`config.mk`:
```
export PLATFORM = sky130hd
export DESIGN_NAME = ea_bank_xlate
export DESIGN_NICKNAME = d
export VERILOG_FILES = /design/src/rtl/ea_pkg.sv /design/src/rtl/ea_mode_decode.sv /design/src/rtl/ea_adder.sv /design/src/rtl/bank_regs.sv /design/src/rtl/ea_bank_xlate.sv
export SDC_FILE = /design/constraint.sdc
export NUM_CORES = 1
export LEC_CHECK = 0
export ABC_CLOCK_PERIOD_IN_PS = 8200
export BUFFER_PORTS_ARGS = -buffer_cell sky130_fd_sc_hd__buf_4
export CORE_ASPECT_RATIO = 1.25
export CORE_UTILIZATION = 40
export CTS_CLUSTER_DIAMETER = 200
export DETAILED_ROUTE_END_ITERATION = 7
export SLEW_MARGIN = 20
export SYNTH_ARGS = -nofsm -noshare
export SYNTH_HDL_FRONTEND = slang
export SYNTH_SLANG_ARGS = --single-unit
```
`constraint.sdc`:
```
create_clock -name clk -period 8.2 [get_ports clk]
set_input_delay 0 -clock clk [delete_from_list [all_inputs] [get_ports clk]]
set_output_delay 0 -clock clk [all_outputs]
set_load 0.1 [all_outputs]
```
`src/rtl/ea_pkg.sv`:
```
package ea_pkg;
  typedef enum logic [1:0] {
    AM_ABS    = 2'd0,
    AM_REGREG = 2'd1,
    AM_REGIMM = 2'd2
  } amode_e;
endpackage

```
`src/rtl/ea_mode_decode.sv`:
```
module ea_mode_decode
  import ea_pkg::*;
#(
  parameter int AW     = 16,
  parameter int RSEL_W = 5,
  localparam int OPND_W = AW + RSEL_W
) (
  input  logic [OPND_W-1:0] opnd,
  output amode_e            amode,
  output logic [AW-1:0]     imm_ext,
  output logic [AW-1:0]     abs_addr
);
  localparam logic [RSEL_W-1:0] ABS_CODE = '1;

  always_comb begin
    abs_addr = opnd[AW-1:0];
    imm_ext  = {1'b0, opnd[AW-2:0]};
    if (opnd[OPND_W-1 -: RSEL_W] == ABS_CODE) amode = AM_ABS;
    else if (opnd[AW-1])                      amode = AM_REGIMM;
    else                                      amode = AM_REGREG;
  end
endmodule

```
`src/rtl/ea_adder.sv`:
```
module ea_adder
  import ea_pkg::*;
#(
  parameter int AW = 16
) (
  input  amode_e        amode,
  input  logic [AW-1:0] base_val,
  input  logic [AW-1:0] ofs_val,
  input  logic [AW-1:0] imm_ext,
  input  logic [AW-1:0] abs_addr,
  output logic [AW-1:0] ea
);
  logic [AW-1:0] addend;

  always_comb begin
    addend = (amode == AM_REGIMM) ? imm_ext : ofs_val;
    if (amode == AM_ABS) ea = abs_addr;
    else                 ea = base_val + addend;
  end
endmodule

```
`src/rtl/bank_regs.sv`:
```
module bank_regs #(
  parameter int WIN_CNT = 4,
  parameter int BANK_W  = 8,
  localparam int IDX_W  = $clog2(WIN_CNT)
) (
  input  logic              clk,
  input  logic              rst,
  input  logic              we,
  input  logic [IDX_W-1:0]  widx,
  input  logic [BANK_W-1:0] wdata,
  input  logic [IDX_W-1:0]  ridx,
  output logic [BANK_W-1:0] rdata
);
  logic [BANK_W-1:0] regs [WIN_CNT];

  for (genvar i = 0; i < WIN_CNT; i++) begin : g_bank
    always_ff @(posedge clk) begin
      if (rst)                                  regs[i] <= BANK_W'(i);
      else if (we && widx == IDX_W'(i))         regs[i] <= wdata;
    end


    bank_hold_chk: assert property (@(posedge clk) disable iff (rst)
      (!$past(rst) && !$past(we && widx == IDX_W'(i))) |-> $stable(regs[i]));
  end

  assign rdata = regs[ridx];
endmodule

```
`src/rtl/ea_bank_xlate.sv`:
```
module ea_bank_xlate
  import ea_pkg::*;
#(
  parameter int AW      = 16,
  parameter int RSEL_W  = 5,
  parameter int WIN_CNT = 4,
  parameter int BANK_W  = 8,
  localparam int OPND_W = AW + RSEL_W,
  localparam int IDX_W  = $clog2(WIN_CNT),
  localparam int WOFS_W = AW - 1 - IDX_W,
  localparam int PHYS_W = BANK_W + WOFS_W
) (
  input  logic              clk,
  input  logic              rst,
  input  logic [OPND_W-1:0] opnd,
  input  logic [AW-1:0]     base_val,
  input  logic [AW-1:0]     ofs_val,
  input  logic              bank_we,
  input  logic [IDX_W-1:0]  bank_widx,
  input  logic [BANK_W-1:0] bank_wdata,
  output logic [AW-1:0]     eff_addr,
  output logic [PHYS_W-1:0] phys_addr,
  output logic              is_banked
);
  amode_e            amode;
  logic [AW-1:0]     imm_ext, abs_addr, ea;
  logic [BANK_W-1:0] bank_sel;
  logic [PHYS_W-1:0] phys_nxt;
  logic              upper;

  ea_mode_decode #(.AW(AW), .RSEL_W(RSEL_W)) u_dec (
    .opnd(opnd), .amode(amode), .imm_ext(imm_ext), .abs_addr(abs_addr)
  );

  ea_adder #(.AW(AW)) u_add (
    .amode(amode), .base_val(base_val), .ofs_val(ofs_val),
    .imm_ext(imm_ext), .abs_addr(abs_addr), .ea(ea)
  );

  bank_regs #(.WIN_CNT(WIN_CNT), .BANK_W(BANK_W)) u_banks (
    .clk(clk), .rst(rst), .we(bank_we), .widx(bank_widx), .wdata(bank_wdata),
    .ridx(ea[AW-2 -: IDX_W]), .rdata(bank_sel)
  );

  always_comb begin
    upper = ea[AW-1];
    if (upper) phys_nxt = {bank_sel, ea[WOFS_W-1:0]};
    else       phys_nxt = PHYS_W'(ea[AW-2:0]);
  end

  always_ff @(posedge clk) begin
    if (rst) begin
      eff_addr  <= '0;
      phys_addr <= '0;
      is_banked <= 1'b0;
    end else begin
      eff_addr  <= ea;
      phys_addr <= phys_nxt;
      is_banked <= upper;
    end
  end


  abs_mode_chk: assert property (@(posedge clk) disable iff (rst)
    (!$past(rst) && $past(opnd[OPND_W-1 -: RSEL_W]) == '1)
      |-> eff_addr == $past(opnd[AW-1:0]));

  internal_map_chk: assert property (@(posedge clk) disable iff (rst)
    !is_banked |-> phys_addr == PHYS_W'(eff_addr));

  banked_ofs_chk: assert property (@(posedge clk) disable iff (rst)
    is_banked |-> (phys_addr[WOFS_W-1:0] == eff_addr[WOFS_W-1:0] && eff_addr[AW-1]));

  reset_clear_chk: assert property (@(posedge clk)
    $past(rst) |-> (phys_addr == '0 && eff_addr == '0 && !is_banked));
endmodule

```
==> results of run 1 <==
==> state kept, by name, indices dropped and copies added (netlist names) <==
signal / count
eff_addr: 16
phys_addr: 8
u_banks.regs: 32
==> cell usage in the layout (no fill, tap or decap), types with 3 or more instances in the layout <==
master | netlist | routed
o21ai_0 | 7 | 7
a21oi_1 | 24 | 24
and2_1 | 29 | 29
o21ai_1 | 3 | 3
mux2_2 | 19 | 19
a21o_1 | 3 | 3
nand3_1 | 7 | 7
xnor2_1 | 7 | 7
or3_1 | 6 | 6
nand2b_1 | 4 | 4
nor3_1 | 5 | 5
a31o_2 | 4 | 4
nand2_1 | 32 | 32
edfxtp_1 | 32 | 32
clkbuf_8 | 0 | 6
mux2i_1 | 8 | 8
dlygate4sd3_1 | 0 | 21
nor2_1 | 20 | 20
ha_1 | 18 | 18
a211oi_2 | 7 | 7
dfxtp_1 | 24 | 24
buf_4 | 15 | 103
==> path summary, 6_finish.rpt <==
| path | start | endpoint | depth (start not counted) |
|---|---|---|---|
| max | opnd[19] | phys_addr[16] | 16 |
| min | rst | eff_addr[4] | 2 |
| max reg2reg | u_banks.regs[3][1] | phys_addr[14] | 3 |
| min reg2reg | u_banks.regs[0][1] | phys_addr[14] | 2 |
==> per-stage QoR <==
step                area [um2]  hold slack [ps]  setup WS (ps)  std cells  power [mW]
finish                    4480             46.8           4340        535        1.02
global route              4480             55.6           3990        535        1.07
floorplan                 3430             84.2           4830        330       0.740
detailed placement        4150              246           3970        506       0.826
global placement          4150              243           4100        506       0.823
CTS                       4480             36.6           4310        535        1.03
==> worst reg2reg max path, stage by stage, from the launching register on <==
cell and delay [ps]:
edfxtp_1 380, and3_2 180, o31ai_1 230, o31ai_1 110
==> power by group through the flow <==
stage                     Sequential [mW]  Clock, mW  Combinational (mW)
after detailed placement            0.348          0               0.477
after floorplan                     0.489          0               0.251
after global placement              0.347          0               0.475
final                               0.341      0.195               0.484
after global routing                0.344      0.210               0.513
after CTS                           0.342      0.199               0.486
==> routing by layer <==
layer | global-route usage (%) | vias up | routed length, um
met5 | 0 | - | 0
met4 | 3.63 | 0 | 38
met3 | 2.66 | 2 | 318
met2 | 35.6 | 60 | 4250
met1 | 19.4 | 1291 | 3040
li1 | - | 1392 | -
==> final cells by class <==
type | instances | area (um2) | area share (%)
Clock inverter | 2 | 38.8 | 0.866
Inverter | 3 | 11.3 | 0.251
Timing Repair Buffer | 124 | 983 | 22.0
Clock buffer | 6 | 82.6 | 1.84
Sequential cell | 56 | 1440 | 32.2
Multi-Input combinational cell | 247 | 1800 | 40.2
Tap cell | 97 | 121 | 2.71
==> repair_timing <==
| item | CTS | global route |
|---|---|---|
| hold buffers | 21 | 0 |
| setup endpoints to repair | 0 | 0 |
| hold endpoints to repair | 41 | 0 |
==> kinds of logic after synthesis <==
kind of cell | after synthesis
simple gates | 122
compound gates | 66
flops | 56
mux | 31
buf+inv | 27
fa+ha+maj | 19
xor+xnor | 9
==> results.md, run 1 <==
* Die Span Y at 106 um
* Synth Cell Area at 3430 um2
* Net Count, Synth at between 400 and 500
* Final hold violation count at 0
* Max Root-Sink Buffers at 2
* Synth Area in XOR/XNOR at around 2.3%
* Fraction of power spent switching nets at around 44%
* Critical-path cell list: buf_4, and3_1, nand3_2, nand2_1, mux2_2, ha_1, fa_1, a211oi_2, o211ai_2, nand2_1, a21oi_2, mux2i_1, nor2_4, mux2_2, nor2_1, a211oi_2
* Max-slew headroom at approximately 44%
* Syn Area/Cell at between 10 and 15 um2
* DP HPWL at approximately 6000 um
* Post-CTS setup buffer count at 0
* CP bufs+invs at 1
* DRC at 11
* Row count at 37
* Worst min path class: input pin to register
* Fillers at roughly 770
* Crit path required time at around 8400 ps
* Run status: finished, violations left
* Peak supply drop at between 90 and 100 uV
* Worst Tran Pin Value at ~840 ps
* Clk_lat worst skew at slightly above 300 ps
* GRT overflow at 0
* Most instantiated cells after synthesis: 32 x edfxtp_1, 32 x nand2_1, 29 x and2_1
* RSZ-0062 raised after global routing: no
* Arrival time worst endpoint at 4050 ps
* Compound-Gate Fraction of Synth Area at between 10% and 20%
* Register-to-Register Setup Slack at 7210 ps
* Synth Area in Adders at 7.15%
* Final Cycle Share at 47.1%
* Final Max Tran Viols at 0
* CTS resizes at 0
* Critical Path Sink Type: register
* Cell count after synthesis at 330
* WL per Instance at about 14 um
* Setup TNS at 0 ps
* Die width at about 85 um
* Power Dens Cells at between 200 and 250 nW/um2
* Antenna violations before repair at 0
* Diode count at 0
* Final Skew at 7.80 ps
* Clk pwr share at between 10% and 20%
* CTS Buf Count at 5
* Max-cap violations at 0
* Top FF cell, synth: edfxtp_1
* Vias post-DR at around 2700
* Post-Synth Simple-Gate Area at between 10% and 20%
* Static leakage at between 1.5 and 2 nW
* Starting Density at 41.4%
* Failing checks: design-rule violations
* Fraction of registers with async set/reset at 0%
* P_int at 0.571 mW
* Unique cell type count in the Yosys netlist at slightly above 60
* IO Pins at 104
* Synth area leader: edfxtp_1
* Layout Utilization at a little over half
* CTS tree: yes
* Vias in the first global route at 2794
* Fmax at between 200 and 300 MHz
* First-pass GRT wire length at ~13000 um
* Top cells by area, synth: edfxtp_1 28%, dfxtp_1 14%, ha_1 6.6%
* H-tree depth at 2
* Crit path kind: input pin to register
* Seq/Total Area, Yosys at 42.0%
* Synth-to-layout area growth at 30.6%
* CP startpoint kind: input pin
* Root Driver: clkbuf_8
* Setup-failing EPs final at 0
* Critical Path Fanout Max at 17
* Yosys warnings at 0
* Sequential group share of total power at 33.4%
* WL final at roughly 7700 um
* Flops & latches, synth at 56
* Final Critical Period at between 3000 and 4000 ps
* Vias/cell at 5.13
* Cell family with most CP delay: simple AND/OR/NAND/NOR gates
* Comb pwr share at between 40% and 50%
* Max incr delay on CP at 660 ps
* Pre-Repair DR Iteration Count at 7
* Main combinational cell family by area after synthesis: simple AND/OR/NAND/NOR gates
* GRT Util Overall at 17.8%
* DRT iter0 DRCs at between 70 and 80
* Number of synthesized flops with an enable pin at 32
* Routability congestion estimate at between 0.8 and 0.9
* I/O Buffers at a little over 100
* CP max-delay cell: nand2_1
* Clock sink total at 56
* Final #Nets at between 500 and 600
* Floorplan core area at slightly above 8000 um2
* Share of cells above drive strength 1 at between 30% and 40%
* Post-synthesis mux area share at 10.1%
* Die Area at approximately 9000 um2
* Yosys top cell area share at between 20% and 30%
* Worst-path clk slew at 110 ps
* Post-DRT Antenna Nets at 0
* Largest net degree at the start of global routing at 24
* Switching power at approximately 0.45 mW
Note: power is estimated with default switching activity, not from simulation.
==> inputs of run 2 (changes only) <==
--- a/config.mk
+++ b/config.mk
@@ -5,12 +5,14 @@
 export SDC_FILE = /design/constraint.sdc
 export NUM_CORES = 1
 export LEC_CHECK = 0
-export ABC_CLOCK_PERIOD_IN_PS = 8200
+export ABC_AREA = 1
+export ABC_CLOCK_PERIOD_IN_PS = 3400
 export BUFFER_PORTS_ARGS = -buffer_cell sky130_fd_sc_hd__buf_4
 export CORE_ASPECT_RATIO = 1.25
 export CORE_UTILIZATION = 40
 export CTS_CLUSTER_DIAMETER = 200
 export DETAILED_ROUTE_END_ITERATION = 7
+export PLACE_DENSITY = 0.67
 export SLEW_MARGIN = 20
 export SYNTH_ARGS = -nofsm -noshare
 export SYNTH_HDL_FRONTEND = slang
==> constraint.sdc (replaced) <==
create_clock -name clk -period 3.4 [get_ports clk]
set_input_delay 0 -clock clk [delete_from_list [all_inputs] [get_ports clk]]
set_output_delay 0 -clock clk [all_outputs]
set_load 0.1 [all_outputs]
==> results.md, run 2 <==
* Max Root-Sink Buffers at 2
* Synth-to-layout area growth at 26.5%
* Syn Area/Cell at 7.54 um2
* Run status: finished clean
* DRT iter0 DRCs at 116
* Fraction of registers with async set/reset at 0%
* Starting Density at about two fifths
* Vias post-DR at between 3000 and 4000
* Final hold violation count at 0
* Critical Path Sink Type: register
* Die Area at between 9000 and 10000 um2
* Peak supply drop at 231 uV
* GRT Util Overall at about a fifth
* Routability congestion estimate at a little under 0.9
* Setup-failing EPs final at 0
* DP HPWL at 6670 um
* Die width at around 85 um
* CTS Hold Buffers Added at 6
* Post-CTS setup buffer count at 0
* Max-cap violations at 0
* Largest net degree at the start of global routing at 22
* Fmax at 416 MHz
* Worst Tran Pin Value at about 670 ps
* Critical Path Fanout Max at 17
* Number of synthesized flops with an enable pin at 32
* CP max-delay cell: ha_1
* Post-DRT Antenna Nets at 0
* Power Dens Cells at 550 nW/um2
* CTS resizes at 0
* Clock sink total at 56
* Max incr delay on CP at approximately 350 ps
* Final Skew at 15.1 ps
* Largest Register: u_banks.regs
* CP startpoint kind: input pin
* WL final at about 8600 um
* Setup TNS at 0 ps
* Worst min path class: input pin to register
* Most common cell after layout, fill and taps aside: nand2_1
* Diode count at 0
* Antenna violations before repair at 0
* H-tree depth at 2
* I/O Buffers at roughly 100
* Synth Cell Area at about 3500 um2
* DRC at 0
* Max reg flops at 32
* Final Critical Period at about 2400 ps
* Crit path required time at around 3600 ps
* Final #Nets at 641
* Floorplan core area at between 8000 and 9000 um2
* CTS tree: yes
* Synth area leader: edfxtp_1
* Max-slew headroom at ~55%
* Cell family with most CP delay: simple AND/OR/NAND/NOR gates
* Seq/Total Area, Yosys at between 40% and 50%
* Root Driver: clkbuf_8
* Die Span Y at around 110 um
* Top flop regs: u_banks.regs: 32 flops, eff_addr: 16 flops, phys_addr: 8 flops
* CP bufs+invs at 3
* Total power at between 2 and 2.5 mW
* IO Pins at ~100
* Most used cell, CP: nand2_1
* Share of cells above drive strength 1 at around 24%
* Vias in the first global route at 3179
* Net Count, Synth at 547
* RSZ-0062 raised after global routing: no
* CTS Buf Count at 5
* Most instantiated cells after synthesis: 143 x nand2_1, 55 x nor2_1, 49 x inv_1
* Critical-path cell list: buf_4, nand3_1, o21ai_1, inv_1, nand2_1, nand2_1, ha_1, nand2_1, nand2_1, nand2_1, nand2_1, a21oi_1, nand2_1, nand2_1, nand3_2, nand2_4, inv_2, nand2_1, nand2_1, nor2_1, nor2_1
* Cell count after synthesis at between 400 and 500
* Yosys warnings at 0
* Count leader, synth: nand2_1
* Crit path kind: input pin to register
* Arrival time worst endpoint at 2620 ps
* Most frequent cells in the layout: 143 x nand2_1, 106 x buf_4, 55 x nor2_1
* Top FF cell, synth: edfxtp_1
* Worst-path clk slew at approximately 120 ps
* GRT overflow at 0
* Pre-Repair DR Iteration Count at 5
* Vias/cell at 4.92
* Static leakage at between 2 and 2.5 nW
* Final Max Tran Viols at 0
* Flops & latches, synth at 56
* Top cells by area, synth: edfxtp_1 28%, nand2_1 15%, dfxtp_1 14%
* Row count at 37
* Yosys top cell area share at 27.6%
* Final Cycle Share at a little over two thirds
* WL per Instance at 13.2 um
* Unique cell type count in the Yosys netlist at 33
* First-pass GRT wire length at roughly 14000 um
* Clk_lat worst skew at between 300 and 400 ps
[run 2: changes by cell type after synthesis, moves of 19 or more]
cell,change
nand2_1,+111
inv_1,+47
nor2_1,+35
and2_1,-28
nand3_1,+26
mux2_2,-19
[run 2: worst paths after layout]
| check | from | to | slack [ps] | cells past startpoint |
|---|---|---|---|---|
| min | bank_wdata[1] | u_banks.regs[3][1] | 2 | 3 |
| min reg2reg | u_banks.regs[3][4] | phys_addr[17] | 570 | 4 |
| max reg2reg | u_banks.regs[2][1] | phys_addr[14] | 2500 | 4 |
| max | opnd[17] | phys_addr[15] | 1000 | 21 |
[run 2: kinds of logic (layout without fill, tap and decap cells)]
family | Yosys count | count (layout) | share of synthesized area, %
fa+ha+maj | 19 | 19 | 7.04
compound gates | 41 | 41 | 6.97
flops | 56 | 56 | 41.4
xor+xnor | 11 | 11 | 2.77
buf+inv | 77 | 172 | 10.4
simple gates | 258 | 258 | 31.5
[run 2: worst min-delay path, delay by kind of cell]
kind,cells,cell delay [ps]
simple gates,1,70
buf+inv,2,160
[run 2: cell type report]
class,count,area (um2)
Clock buffer,6,72.6
Clock inverter,2,38.8
Fill cell,817,3930
Inverter,52,195
Multi-Input combinational cell,329,1680
Sequential cell,56,1440
Tap cell,97,121
Timing Repair Buffer,112,856
[run 2: per-layer routing]
metal	part of all wire, %	GRT usage (%)
met2	56	39.0
met3	4.2	3.26
met5	0	0
met4	1.6	6.31
met1	39	20.1
[run 2: stage by stage]
stage / area [um2] / utilization, % / setup WS [ps] / hold WS, ps / cells
final: 4410 / 52.9 / 998 / 2.50 / 654
after global routing: 4410 / 52.9 / 651 / 18.5 / 654
after CTS: 4410 / 52.9 / 985 / 4.89 / 654
after detailed placement: 4230 / 50.8 / 681 / 258 / 640
after global placement: 4230 / 50.8 / 735 / 256 / 640
after floorplan: 3480 / - / 1030 / 84.1 / 462
[run 2: report_power, final]
group,switching [mW],internal (mW),leakage [nW]
clock,0.236,0.223,0.0558
combinational,0.857,0.288,1.72
sequential,0.0278,0.793,0.514
==> inputs of run 3 (changes only) <==
--- a/config.mk
+++ b/config.mk
@@ -6,7 +6,7 @@
 export NUM_CORES = 1
 export LEC_CHECK = 0
 export ABC_AREA = 1
-export ABC_CLOCK_PERIOD_IN_PS = 3400
+export ABC_CLOCK_PERIOD_IN_PS = 2000
 export BUFFER_PORTS_ARGS = -buffer_cell sky130_fd_sc_hd__buf_4
 export CORE_ASPECT_RATIO = 1.25
 export CORE_UTILIZATION = 40
==> constraint.sdc (replaced) <==
create_clock -name clk -period 2 [get_ports clk]
set_input_delay 0 -clock clk [delete_from_list [all_inputs] [get_ports clk]]
set_output_delay 0 -clock clk [all_outputs]
set_load 0.1 [all_outputs]
==> results.md, run 3 (same netlist as run 2, synthesis figures left out) <==
* Crit path kind: input pin to register
* Die width at 85.5 um
* IO Pins at ~100
* Most frequent cells in the layout: 139 x buf_4, 111 x nand2_1, 53 x nor2_1
* Starting Density at a little over two fifths
* Top flop regs: u_banks.regs: 32 flops, eff_addr: 16 flops, phys_addr: 8 flops
* Worst Tran Pin Value at between 600 and 700 ps
* Share of cells above drive strength 1 at between 40% and 50%
* RSZ-0062 raised after global routing: yes
* Diode count at 0
* Vias post-DR at between 3000 and 4000
* WL final at a little over 10000 um
* Fillers at between 700 and 800
* I/O Buffers at between 100 and 150
* CTS tree: yes
* Max-cap violations at 0
* P_int at between 2 and 2.5 mW
* Floorplan core area at 8330 um2
* Static leakage at ~2.6 nW
* Vias in the first global route at approximately 3400
* Fraction of power spent switching nets at between 40% and 50%
* Peak supply drop at around 460 uV
* GRT Util Overall at 21.8%
* Clk pwr share at ~16%
* Final Critical Period at a little over 2000 ps
* CP startpoint kind: input pin
* DP HPWL at between 7000 and 8000 um
* Max Root-Sink Buffers at 2
* Sequential cell area at around 1400 um2
* First-pass GRT wire length at 15600 um
* Placed cell count at roughly 680
* Final #Nets at about 700
* Vias/cell at 5.03
* Cell family with most CP delay: simple AND/OR/NAND/NOR gates
* Max reg flops at 32
* DRC at 0
* Fmax at 492 MHz
* Max-slew headroom at ~54%
* Max incr delay on CP at ~390 ps
* Layout Cells excl Fill at 700
* Switching power at between 2 and 2.5 mW
* Post-DRT Antenna Nets at 0
* Largest net degree at the start of global routing at 20
* Multi-input gate area at about 2100 um2
* DRT iter0 DRCs at 98
* Crit path required time at between 2000 and 2500 ps
* Worst min path class: input pin to register
* Pre-CTS setup slack at -483 ps
* Critical Path Sink Type: register
* Largest Register: u_banks.regs
* Root Driver: clkbuf_8
* Failing checks: negative setup slack
* H-tree depth at 2
* Critical-path cell list: buf_4, nand3_4, o21ai_4, buf_12, inv_6, buf_4, nand2_1, nand2_1, ha_2, nand4_1, nor2_1, nand2_2, nand3_1, nand3_2, nand2_4, inv_2, nor2_1, nor2_1
* Routability congestion estimate at 0.866
* Clk_lat worst skew at 320 ps
* Final hold violation count at 0
* Setup-failing EPs final at 8
* GRT overflow at 0
* Clock sink total at 56
* Final worst slack at -33.0 ps
* Layout Utilization at 63.0%
* Fin Hold WS at between 10 and 15 ps
* CP max-delay cell: ha_2
* CP bufs+invs at 5
* Sequential group share of total power at roughly a third
* Final Skew at between 10 and 15 ps
* Final Max Tran Viols at 0
* Die Area at about 9000 um2
* Worst-path clk slew at 120 ps
* Die Span Y at 106 um
* Pre-Repair DR Iteration Count at 4
* Antenna violations before repair at 0
* WL per Instance at 14.6 um
* Most used cell, CP: nor2_1
* Comb pwr share at a little over half
* Arrival time worst endpoint at between 2000 and 2500 ps
* Final Cycle Share at 102%
* Setup TNS at -150 ps
* Row count at 37
* Power Dens Cells at about 850 nW/um2
* Most common cell after layout, fill and taps aside: buf_4
* Run status: finished, violations left
* CTS Buf Count at 5
* Critical Path Fanout Max at 7
* Synth-to-layout area growth at 50.6%
==> run 3: cell types whose count changed in the layout (fill, tap and decap cells not counted), moves of 5 or more <==
cell	before	now
buf_4	106	139
nand3_2	3	12
ha_4	0	16
ha_1	18	1
nand3_1	33	23
buf_6	0	6
nand2_1	143	111
nand2_2	8	35
nand2_4	1	6
==> run 3: layout make-up <==
type,count,share of cell area (%)
multi-input cells,330,40.1
flip-flops and latches,56,27.5
repair buffers,155,24.0
inverters,52,4.05
well taps,97,2.31
clock buffers,5,1.31
clock inverters,3,0.525
repair inverters,2,0.191
==> run 3: worst reg2reg max path, delay by kind of cell (launching register included) <==
family	cells	cell delay (ps)
flip-flops	1	430
AND/OR/NAND/NOR	4	360
==> run 3: worst paths after layout <==
path / startpoint / end / slack [ps] / cells after the start
worst max-delay path: opnd[17] / phys_addr[20] / -30 / 18
worst min register to register: u_banks.regs[2][5] / phys_addr[18] / 590 / 4
worst min-delay path: bank_widx[1] / u_banks.regs[1][0] / 10 / 3
worst max register to register: u_banks.regs[2][0] / phys_addr[13] / 1110 / 4
==> run 3: power by group through the flow <==
stage,clock network (mW),registers (mW),logic (mW)
floorplan,0,2.01,1.03
global placement,0,1.43,2.12
detailed placement,0,1.43,2.13
CTS,0.703,1.41,2.19
global route,0.743,1.42,2.49
finish,0.689,1.41,2.36
==> run 3: repair_timing <==
action                                  CTS  global route
endpoints found under the setup margin    9            13
buffers inserted                          3             2
hold buffers                              5             0
resized for setup                        15            67
pin swaps                                 4            33
gates cloned                              4             1
endpoints found under the hold margin     5             0
==> run 3: metrics by stage <==
stage / total power [mW] / instance area, um2
2_1_floorplan: 3.04 / 3630
3_3_place_gp: 3.54 / 4660
3_5_place_dp: 3.56 / 4660
4_1_cts: 4.30 / 4910
5_1_grt: 4.65 / 5250
6_report: 4.45 / 5250
==> run 3: routing by layer <==
metal / share of wire [%] / track usage [%]
met5: 0 / 0
met4: 2.9 / 8.21
met3: 3.9 / 2.87
met2: 55 / 42.0
met1: 38 / 23.7
